File: src/rtl/ccp_pkg.sv
package ccp_pkg;
    localparam int WORD_W = 24;
    localparam int SR_W   = 2 * WORD_W;
    localparam int DEG_W  = 6;
    localparam int ADDR_W = 3;

    typedef enum logic [ADDR_W-1:0] {
        A_TAP_LO = 3'd0,
        A_TAP_HI = 3'd1,
        A_MSK_LO = 3'd2,
        A_MSK_HI = 3'd3,
        A_DEG    = 3'd4,
        A_CMD    = 3'd5
    } cfg_addr_e;

    localparam int CMD_START = 0;
    localparam int CMD_READ  = 1;
    localparam int CMD_CLEAR = 2;

    typedef struct packed {
        logic start;
        logic read;
        logic clear;
    } cmd_t;

    typedef enum logic [1:0] {
        EM_IDLE = 2'd0,
        EM_LO   = 2'd1,
        EM_HI   = 2'd2
    } emit_st_e;

    // ones in the lowest d positions
    function automatic logic [SR_W-1:0] deg_mask(input logic [DEG_W-1:0] d);
        logic [SR_W:0] m;
        m = ((SR_W+1)'(1) << d) - (SR_W+1)'(1);
        return m[SR_W-1:0];
    endfunction

    // one Galois step of a divider whose feedback point is stage d-1
    function automatic logic [SR_W-1:0] lfsr_step(input logic [SR_W-1:0] cur,
                                                  input logic [SR_W-1:0] taps,
                                                  input logic [DEG_W-1:0] d,
                                                  input logic din);
        logic [SR_W-1:0] m;
        logic [SR_W-1:0] nxt;
        logic            fb;
        m   = deg_mask(d);
        fb  = din ^ cur[d - DEG_W'(1)];
        nxt = (cur << 1) & m;
        if (fb) nxt = nxt ^ (taps & m);
        return nxt;
    endfunction
endpackage

File: src/rtl/ccp_fifo.sv
module ccp_fifo #(
    parameter int W     = 24,
    parameter int DEPTH = 5,
    localparam int PW   = (DEPTH > 1) ? $clog2(DEPTH) : 1,
    localparam int CW   = $clog2(DEPTH + 1)
) (
    input  logic          clk,
    input  logic          rst,
    input  logic          clr,
    input  logic          push,
    input  logic [W-1:0]  din,
    input  logic          pop,
    output logic [W-1:0]  dout,
    output logic          full,
    output logic          empty,
    output logic [CW-1:0] count
);
    localparam logic [PW-1:0] LAST = PW'(DEPTH - 1);

    logic [W-1:0]  mem [DEPTH];
    logic [PW-1:0] wr_ptr, rd_ptr;
    logic [CW-1:0] cnt;
    logic          do_push, do_pop;

    assign full    = (cnt == CW'(DEPTH));
    assign empty   = (cnt == '0);
    assign do_push = push && !full;
    assign do_pop  = pop && !empty;
    assign dout    = mem[rd_ptr];
    assign count   = cnt;

    always_ff @(posedge clk) begin
        if (rst || clr) begin
            wr_ptr <= '0;
            rd_ptr <= '0;
            cnt    <= '0;
        end else begin
            if (do_push) wr_ptr <= (wr_ptr == LAST) ? '0 : wr_ptr + PW'(1);
            if (do_pop)  rd_ptr <= (rd_ptr == LAST) ? '0 : rd_ptr + PW'(1);
            case ({do_push, do_pop})
                2'b10:   cnt <= cnt + CW'(1);
                2'b01:   cnt <= cnt - CW'(1);
                default: cnt <= cnt;
            endcase
        end
    end

    always_ff @(posedge clk) begin
        if (do_push && !rst && !clr) mem[wr_ptr] <= din;
    end
endmodule

File: src/rtl/ccp_regs.sv
module ccp_regs
    import ccp_pkg::*;
#(
    parameter int DEF_DEG = 16
) (
    input  logic              clk,
    input  logic              rst,
    input  logic              we,
    input  logic [ADDR_W-1:0] addr,
    input  logic [WORD_W-1:0] wdata,
    output logic [SR_W-1:0]   taps,
    output logic [SR_W-1:0]   masks,
    output logic [DEG_W-1:0]  deg,
    output logic              deg_err,
    output cmd_t              cmd
);
    logic deg_ok;

    assign deg_ok = (wdata >= WORD_W'(1)) && (wdata <= WORD_W'(SR_W));

    always_comb begin
        cmd.start = we && (addr == A_CMD) && wdata[CMD_START];
        cmd.read  = we && (addr == A_CMD) && wdata[CMD_READ];
        cmd.clear = we && (addr == A_CMD) && wdata[CMD_CLEAR];
    end

    always_ff @(posedge clk) begin
        if (rst) begin
            taps    <= '0;
            masks   <= '0;
            deg     <= DEG_W'(DEF_DEG);
            deg_err <= 1'b0;
        end else if (we) begin
            case (addr)
                A_TAP_LO: taps[WORD_W-1:0]     <= wdata;
                A_TAP_HI: taps[SR_W-1:WORD_W]  <= wdata;
                A_MSK_LO: masks[WORD_W-1:0]    <= wdata;
                A_MSK_HI: masks[SR_W-1:WORD_W] <= wdata;
                A_DEG: begin
                    if (deg_ok) begin
                        deg     <= wdata[DEG_W-1:0];
                        deg_err <= 1'b0;
                    end else begin
                        deg_err <= 1'b1;
                    end
                end
                default: ;
            endcase
        end
    end
endmodule

File: src/rtl/ccp_shifter.sv
module ccp_shifter
    import ccp_pkg::*;
#(
    localparam int CW = $clog2(WORD_W)
) (
    input  logic              clk,
    input  logic              rst,
    input  logic              clr,
    input  logic              load,
    input  logic [WORD_W-1:0] word,
    input  logic [SR_W-1:0]   taps,
    input  logic [DEG_W-1:0]  deg,
    output logic [SR_W-1:0]   lfsr,
    output logic              busy
);
    logic [WORD_W-1:0] sh;
    logic [CW-1:0]     cnt;
    logic              act;

    assign busy = act;

    always_ff @(posedge clk) begin
        if (rst || clr) begin
            lfsr <= '0;
            sh   <= '0;
            cnt  <= '0;
            act  <= 1'b0;
        end else if (load) begin
            sh  <= word;
            cnt <= '0;
            act <= 1'b1;
        end else if (act) begin
            lfsr <= lfsr_step(lfsr, taps, deg, sh[WORD_W-1]);
            sh   <= sh << 1;
            cnt  <= cnt + CW'(1);
            if (cnt == CW'(WORD_W - 1)) act <= 1'b0;
        end
    end
endmodule

File: src/rtl/ccp_engine.sv
module ccp_engine
    import ccp_pkg::*;
#(
    parameter int DEPTH   = 5,
    parameter int DEF_DEG = 16,
    localparam int CW     = $clog2(DEPTH + 1)
) (
    input  logic              clk,
    input  logic              rst,
    input  logic              cfg_we,
    input  logic [ADDR_W-1:0] cfg_addr,
    input  logic [WORD_W-1:0] cfg_wdata,
    input  logic              in_valid,
    input  logic [WORD_W-1:0] in_data,
    output logic              in_ready,
    output logic              out_valid,
    output logic [WORD_W-1:0] out_data,
    input  logic              out_ready,
    output logic              busy,
    output logic              deg_err
);
    logic [SR_W-1:0]   taps, masks, lfsr;
    logic [DEG_W-1:0]  deg;
    cmd_t              cmd;
    logic [WORD_W-1:0] in_head, emit_word;
    logic              in_full, in_empty, out_full, out_empty;
    logic [CW-1:0]     in_cnt, out_cnt;
    logic              sh_busy, take, emit, joined;
    logic              run, pend;
    emit_st_e          st;

    ccp_regs #(.DEF_DEG(DEF_DEG)) u_regs (
        .clk(clk), .rst(rst), .we(cfg_we), .addr(cfg_addr), .wdata(cfg_wdata),
        .taps(taps), .masks(masks), .deg(deg), .deg_err(deg_err), .cmd(cmd)
    );

    ccp_fifo #(.W(WORD_W), .DEPTH(DEPTH)) u_in_q (
        .clk(clk), .rst(rst), .clr(cmd.clear),
        .push(in_valid), .din(in_data), .pop(take), .dout(in_head),
        .full(in_full), .empty(in_empty), .count(in_cnt)
    );

    ccp_shifter u_shift (
        .clk(clk), .rst(rst), .clr(cmd.clear), .load(take), .word(in_head),
        .taps(taps), .deg(deg), .lfsr(lfsr), .busy(sh_busy)
    );

    ccp_fifo #(.W(WORD_W), .DEPTH(DEPTH)) u_out_q (
        .clk(clk), .rst(rst), .clr(cmd.clear),
        .push(emit), .din(emit_word), .pop(out_ready), .dout(out_data),
        .full(out_full), .empty(out_empty), .count(out_cnt)
    );

    assign joined    = (deg > DEG_W'(WORD_W));
    assign in_ready  = !in_full;
    assign out_valid = !out_empty;
    assign busy      = sh_busy;

    assign take = (st == EM_IDLE) && !sh_busy && !pend && run && !in_empty && !cmd.clear;
    assign emit = ((st == EM_LO) || (st == EM_HI)) && !out_full && !cmd.clear;

    always_comb begin
        if (st == EM_HI) emit_word = lfsr[SR_W-1:WORD_W] ^ masks[SR_W-1:WORD_W];
        else             emit_word = lfsr[WORD_W-1:0]    ^ masks[WORD_W-1:0];
    end

    always_ff @(posedge clk) begin
        if (rst) begin
            st   <= EM_IDLE;
            pend <= 1'b0;
            run  <= 1'b0;
        end else if (cmd.clear) begin
            st   <= EM_IDLE;
            pend <= 1'b0;
            run  <= cmd.start;
        end else begin
            if (cmd.start) run <= 1'b1;
            pend <= pend | cmd.read;
            case (st)
                EM_IDLE: begin
                    if (!sh_busy && pend) begin
                        st   <= EM_LO;
                        pend <= cmd.read;
                    end
                end
                EM_LO: begin
                    if (!out_full) st <= joined ? EM_HI : EM_IDLE;
                end
                EM_HI: begin
                    if (!out_full) st <= EM_IDLE;
                end
                default: st <= EM_IDLE;
            endcase
        end
    end
endmodule

File: config.mk
export PLATFORM = sky130hd
export DESIGN_NAME = ccp_engine
export DESIGN_NICKNAME = d
export VERILOG_FILES = /design/src/rtl/ccp_pkg.sv /design/src/rtl/ccp_fifo.sv /design/src/rtl/ccp_regs.sv /design/src/rtl/ccp_shifter.sv /design/src/rtl/ccp_engine.sv
export SDC_FILE = /design/constraint.sdc
export NUM_CORES = 1
export LEC_CHECK = 0
export ABC_AREA = 1
export BUFFER_PORTS_ARGS = -buffer_cell sky130_fd_sc_hd__buf_2
export CAP_MARGIN = 20
export CELL_PAD_IN_SITES_DETAIL_PLACEMENT = 1
export CELL_PAD_IN_SITES_GLOBAL_PLACEMENT = 1
export CORE_MARGIN = 2
export CORE_UTILIZATION = 40
export CTS_BUF_LIST = sky130_fd_sc_hd__clkbuf_8
export DETAILED_ROUTE_END_ITERATION = 10
export PLACE_DENSITY_LB_ADDON = 0.1
export SYNTH_ARGS = -nofsm -noshare
export SYNTH_HDL_FRONTEND = slang
export SYNTH_SLANG_ARGS = --single-unit
File: constraint.sdc
create_clock -name clk -period 8.9 [get_ports clk]
set_input_delay 1.335 -clock clk [delete_from_list [all_inputs] [get_ports clk]]
set_output_delay 1.335 -clock clk [all_outputs]
set_load 0.02 [all_outputs]
==> After elaboration in Yosys (flattened, before gate mapping) <==
Memory sizes are Yosys's and may differ from the RTL's. A register that Yosys moved wholly into a read port is not among the register bits.
Cells that the tools add are included.
{ "classes": {"add_sub_neg": 11, "mul": 0, "n_div": 0, "order_cmp": 4, "n_eq_ne": 21, "shift": 1, "muxes": 33, "n_bitwise": 8, "n_reduce_logical": 49} }
{ "ops": {"columns": ["op", "n"], "rows": [
  ["$and 48x48->48", 2],
  ["$mux 24", 3],
  ["$mux 48", 1],
  ["$shl 1x6->48 const A", 1],
  ["$sub 48x2->48 const B", 1],
  ["$xor 24x24->24", 2],
  ["$xor 48x48->48", 1],
  ["$eq 3x3->1 const B", 8],
  ["$ge 24x1->1 const B", 1],
  ["$le 24x6->1 const B", 1],
  ["$mux 3", 8],
  ["$logic_and 1x1->1", 21],
  ["$add 3x1->3 const B", 6],
  ["$mux 1", 13],
  ["$pmux 3 s2", 2],
  ["$reduce_and 2->1", 6],
  ["$logic_not 3->1", 3],
  ["$logic_not 1->1", 8],
  ["$mux 2", 4],
  ["$reduce_bool 2->1", 4],
  ["$lt 6x7->1 const B", 1],
  ["$bmux 1 s6", 1],
  ["$eq 2x1->1 const B", 3],
  ["$eq 2x2->1 const B", 3],
  ["17 further kinds", 23]
]} }
{ "word_totals": {"ff_bits": 203, "latch_bits": 0, "ram_bits": 240, "mem_bits_ro": 0, "inputBits": 56, "output_inout_bits": 28, "n_memories": 2} }
{ "mem_list": {"columns": ["name", "words", "width", "read_ports", "rd_ports_with_merged_regs", "wr", "line_no", "source"], "rows": [
  ["u_in_q.mem", 5, 24, 1, 1, 1, "ccp_fifo.sv:20", "logic [W-1:0] mem [DEPTH];"],
  ["u_out_q.mem", 5, 24, 1, 1, 1, "ccp_fifo.sv:20", null]
]} }

==> Depth between registers and ports, before layout <==
{ "logic_depth": {"depth_word": 10, "ltp_mapped": 20, "ltp_nobuf": 19} }

==> Modules after synthesis <==
Synthesis repeated with hierarchy kept, for this count alone.
{ "unflattened": {"cells_unflattened": 2978, "hier_area_um2": 23049.6} }
{ "by_module_without_submodules": {"columns": ["mod", "n_inst", "cells_each", "area_per_inst_um2", "seq_area_each_um2"], "rows": [
  ["ccp_fifo", 2, 549, 5622.9, 3843.7],
  ["ccp_shifter", 1, 1271, 7119.3, 1561.5],
  ["ccp_regs", 1, 464, 3708.6, 2062.0],
  ["ccp_engine", 1, 145, 975.9, 80.1]
]} }

==> Worst setup path before layout <==
Ideal clock, no wire load.
{ "synth_timing": {"path_type": "input port to flip-flop", "startpoint": "input port cfg_addr[0]", "endpoint": "memory u_out_q.mem[4][0] (enable)", "arrival_ns": 4.332, "slack_ns": 4.102, "cell_stages": 9, "n_path_buf": 0, "cell_sequence": "inv_1 > nor2_1 > inv_1 > nor2_1 > nand2_1 > nand3_1 > inv_1 > nand2_1 > nor4_1"} }
{ "synth_between": {"elab_chain_len": 10} }
{ "synth_lines": {"columns": ["element", "line_no", "source"], "rows": [
  ["start: declaration", "ccp_engine.sv:11", "input logic [ADDR_W-1:0] cfg_addr,"],
  ["$eq 3x3->1 *", "ccp_regs.sv:24", "cmd.clear = we && (addr == A_CMD) && wdata[CMD_CLEAR];"],
  ["$logic_and 1x1->1 * (2 in a row)", "ccp_regs.sv:24", null],
  ["$logic_not 1->1 *", "ccp_fifo.sv:49, ccp_engine.sv:60", null],
  ["$logic_and 1x1->1", "ccp_engine.sv:60", "assign emit = ((st == EM_LO) || (st == EM_HI)) && !out_full && !cmd.clear;"],
  ["$logic_and 1x1->1", "ccp_fifo.sv:27", "assign do_push = push && !full;"],
  ["$logic_and 1x1->1", "ccp_fifo.sv:49", "if (do_push && !rst && !clr) mem[wr_ptr] <= din;"],
  ["$logic_and 1x1->1 *", "ccp_fifo.sv:49", null],
  ["$mux 1 *", "ccp_fifo.sv:49", null],
  ["$mux 1 (implied by the code) *", "ccp_fifo.sv:49", null],
  ["end: declaration", "ccp_fifo.sv:20", null]
]} }
Every way passes the cells marked *; elsewhere a longest branch is shown, timed or not.

==> Final worst setup path <==
{ "layout_timing": {"startpoint": "register u_regs.deg[0]", "endpoint": "register u_shift.lfsr[1]"} }
{ "layout_between": {"elab_chain_len": 5, "word_cells_on_any_way": 10} }
{ "layout_lines": {"columns": ["element", "line_no", "source"], "rows": [
  ["start: declaration", "ccp_regs.sv:13", "output logic [DEG_W-1:0] deg,"],
  ["start signal: assignment", "ccp_regs.sv:31", "deg <= DEG_W'(DEF_DEG);"],
  ["start signal: assignment", "ccp_regs.sv:41", "deg <= wdata[DEG_W-1:0];"],
  ["$sub 6x1->6 or $shl 1x6->48 (tied branches)", "ccp_pkg.sv:48, ccp_pkg.sv:35", null],
  ["$bmux 1 s6 or $sub 48x2->48 (tied branches)", "ccp_pkg.sv:48, ccp_pkg.sv:35", null],
  ["$mux 1 (implied by the code) (tied with other cells)", "ccp_pkg.sv:48", "fb = din ^ cur[d - DEG_W'(1)];"],
  ["$xor 1x1->1 or $xor 48x48->48 (tied branches)", "ccp_pkg.sv:48, ccp_pkg.sv:50", null],
  ["$mux 48 *", "ccp_pkg.sv:50", "if (fb) nxt = nxt ^ (taps & m);"],
  ["end signal: assignment", "ccp_shifter.sv:33", "lfsr <= lfsr_step(lfsr, taps, deg, sh[WORD_W-1]);"],
  ["end: declaration", "ccp_shifter.sv:13", "output logic [SR_W-1:0] lfsr,"]
]} }
Every way passes the cells marked *; elsewhere a longest branch is shown, timed or not. The select of a mux whose other input is x is not followed.
A chain may end at the register's enable or synchronous reset.

==> reports/qor.txt <==
Mapped Nets: 2548
worst reg2reg setup slack: 3280 ps
PwrDens: 208.2 mW/mm²
Hold-fix buffers, CTS: 0
Worst-Margin Slew: 1092 ps
CP Launch Type: flip-flop
Antenna Violating Nets Remaining: 0
share of cells above drive strength 1: 10.88%
Post-CTS Setup Inserts: 0
Yosys top cell by area: edfxtp_1
top-count cell post-synth: nand2_1
CTS HTree Levels: 3
Async S/R FF share, synth: 0%
logic gate share of total power: 16.0%
Tot Pwr: 4.945 mW
# clock sinks: 449
worst min path class: flip-flop to flip-flop
post-synthesis area per instance: 8.588 µm²
Post-Route WL: 70.15 mm
setup repair after global routing missed its margin: false
Final Hold Vio Count: 0
Slew Limit Fails: 0
DR vias: 18.07k
total gr overflow: 0
clock root cell: clkbuf_8
design area: 0.02375 mm²
clk_skew: 43.05 ps
CTS tree: built
Setup-failing EPs final: 0
Crit Path Max Fanout: 53
P_sw: 1.474 mW
HP Start: pend
fmax: 0.1780 GHz
switching share of power: 29.81%
sequential cell area fraction in the yosys report: 53.70%
Mapped Area: 0.02121 mm²
die area: 0.05489 mm²
CTS Buffer Depth: 3
Core Footprint: 0.05245 mm²
relative slew slack: 27.07%
Clk pin slew, worst setup/hold paths: 60 ps
Die Ht: 234.3 µm
antenna violations before repair: 5
DRC viols: 0
largest cells by area after synthesis: edfxtp_1 (34%), dfxtp_1 (20%), nand2_1 (7.5%), o21ai_0 (5.9%), nor2_1 (5.9%)
outcome: finished, final reports clean
Internal: 3.471 mW
CP Data Required Time: 9380 ps
io pins: 84
main flop type after synthesis: edfxtp_1
vias in the first global route: 18.47k
synth warn: 0
Vias/cell: 5.504
Seq pwr share: 47.2%
DP Wirelength: 47.33 mm
nets: 2611
Pleak: 9.409 nW
Area Growth Syn to Fin: 11.96%
first-pass GRT wire length: 106.6 mm
gr usage total: 25.71%
routability cong.: 0.8860
drt pass-1 iters: 5
initial core utilization: 40.45%
total CTS buffers: 79
origin of the critical flop-to-flop path: u_regs.deg[0]
DRT iter0 DRCs: 1071
Core Rows: 84
Final TNS setup: 0 ps
library cells used by synthesis: 46
Cell Area, Placed: 0.02221 mm²
post-layout min period: 5618 ps
#FFs+latches synth: 449
Die X-Extent: 234.3 µm
IO Port Bufs: 83
worst r2r dst: u_shift.lfsr[1]
worst path arrival time: 6100 ps
end of the worst hold path: pend
clock power share: 36.7%
crit end category: flip-flop
number of max-cap violations: 0
Post-synth EDFFs: 240
worst vdd ir: 0.1117 mV
WHS Path Cells: 2
clk_lat worst skew: 660 ps
Synth top area share: 33.98%
period utilization: 63.12%
DR WL/cell: 21.37 µm
critical path class: flip-flop to flip-flop
Post-Place Worst Slack: 3332 ps
final setup margin: 3282 ps
synth cell count leaders: nand2_1 (426), nor2_1 (331), o21ai_0 (251), edfxtp_1 (240), dfxtp_1 (209)
largest net degree at the start of global routing: 75
post_cts resized: 0
Reg2Reg Depth: 16
cells after synthesis: 2470
[sequential cells by signal, summed over array words and instances, names as in the netlist, 2 cells and up, named ones only]
register,cells
u_in_q.mem,120
u_out_q.count,3
u_regs.masks,48
u_regs.deg,6
u_shift.lfsr,48
u_in_q.rd_ptr,3
u_shift.sh,24
u_out_q.mem,120
u_in_q.wr_ptr,3
u_shift.cnt,5
u_out_q.rd_ptr,3
u_regs.taps,48
st,2
u_out_q.wr_ptr,3
u_in_q.count,3
[cells in the final DEF, fill, tap and decap left out, types with 63 or more instances in the layout]
cell	count
a21oi_1	168
buf_2	83
clkbuf_8	90
dfxtp_1	208
edfxtp_1	240
inv_1	214
nand2_1	425
nand3_1	181
nand4_1	63
nor2_1	329
o21ai_0	251
[power groups by stage]
stage          Combinational (mW)  Clock (mW)  Sequential, mW
2_1_floorplan               0.509           0            2.37
3_3_place_gp                0.779           0            2.37
3_5_place_dp                0.804           0            2.38
4_1_cts                     0.806        1.86            2.34
5_1_grt                     0.881        1.95            2.34
6_report                    0.793        1.82            2.34
[cell type report]
cell class                      instances  area, µm²
Inverter                              190      716.9
Timing Repair Buffer                  114      668.1
Fill cell                            6166      28700
Multi-Input combinational cell       1699       8606
Clock buffer                           90       1239
Clock inverter                         50      259.0
Antenna cell                            3      7.507
Sequential cell                       449      11390
Tap cell                              688      860.8
[worst max path at each step]
stage	start	to	slack, ps	cells past startpoint
floorplan	cfg_addr[0]	u_out_q.mem[4][0]	4100	9
global placement	u_regs.deg[0]	u_shift.lfsr[14]	3550	16
detailed placement	u_regs.deg[0]	u_shift.lfsr[1]	3330	16
CTS	u_regs.deg[0]	u_shift.lfsr[1]	3330	16
global route	u_regs.deg[0]	u_shift.lfsr[2]	2690	16
finish	u_regs.deg[0]	u_shift.lfsr[1]	3280	16
[metal layers]
layer	GRT usage (%)	up-vias	part of all wire [%]
li1	-	8573	-
met1	34.06	8938	45
met2	41.46	412	46
met3	4.572	139	4.7
met4	10.76	8	3.9
met5	0	-	0.078
[stage by stage]
stage / hold slack, ps / util, % / instances
2_1_floorplan: 434.5 / - / 2470
3_3_place_gp: 458.1 / 42.35 / 3138
3_5_place_dp: 465.2 / 42.35 / 3138
4_1_cts: 474.6 / 45.20 / 3278
5_1_grt: 499.0 / 45.28 / 3282
6_report: 468.0 / 45.28 / 3283
[critical path: stages (launching register included)]
cell	delay, ps
dfxtp_1	1030
inv_1	710
ha_1	830
inv_1	330
nand3_1	180
nand3_1	80
nand3_1	90
nand3_1	80
nand3_1	140
nand2_1	90
nand2_2	740
buf_4	480
nand2_2	300
nand2_1	140
nand2_1	60
nand2_1	80
a21oi_1	70
[cell families after synthesis]
| group | share of synthesized area (%) |
|---|---|
| simple gates | 22.21 |
| compound gates | 13.40 |
| flops | 53.70 |
| buf+inv | 6.135 |
| xor+xnor | 3.179 |
| fa+ha+maj | 1.368 |
Power figures use the tool's default switching activity.
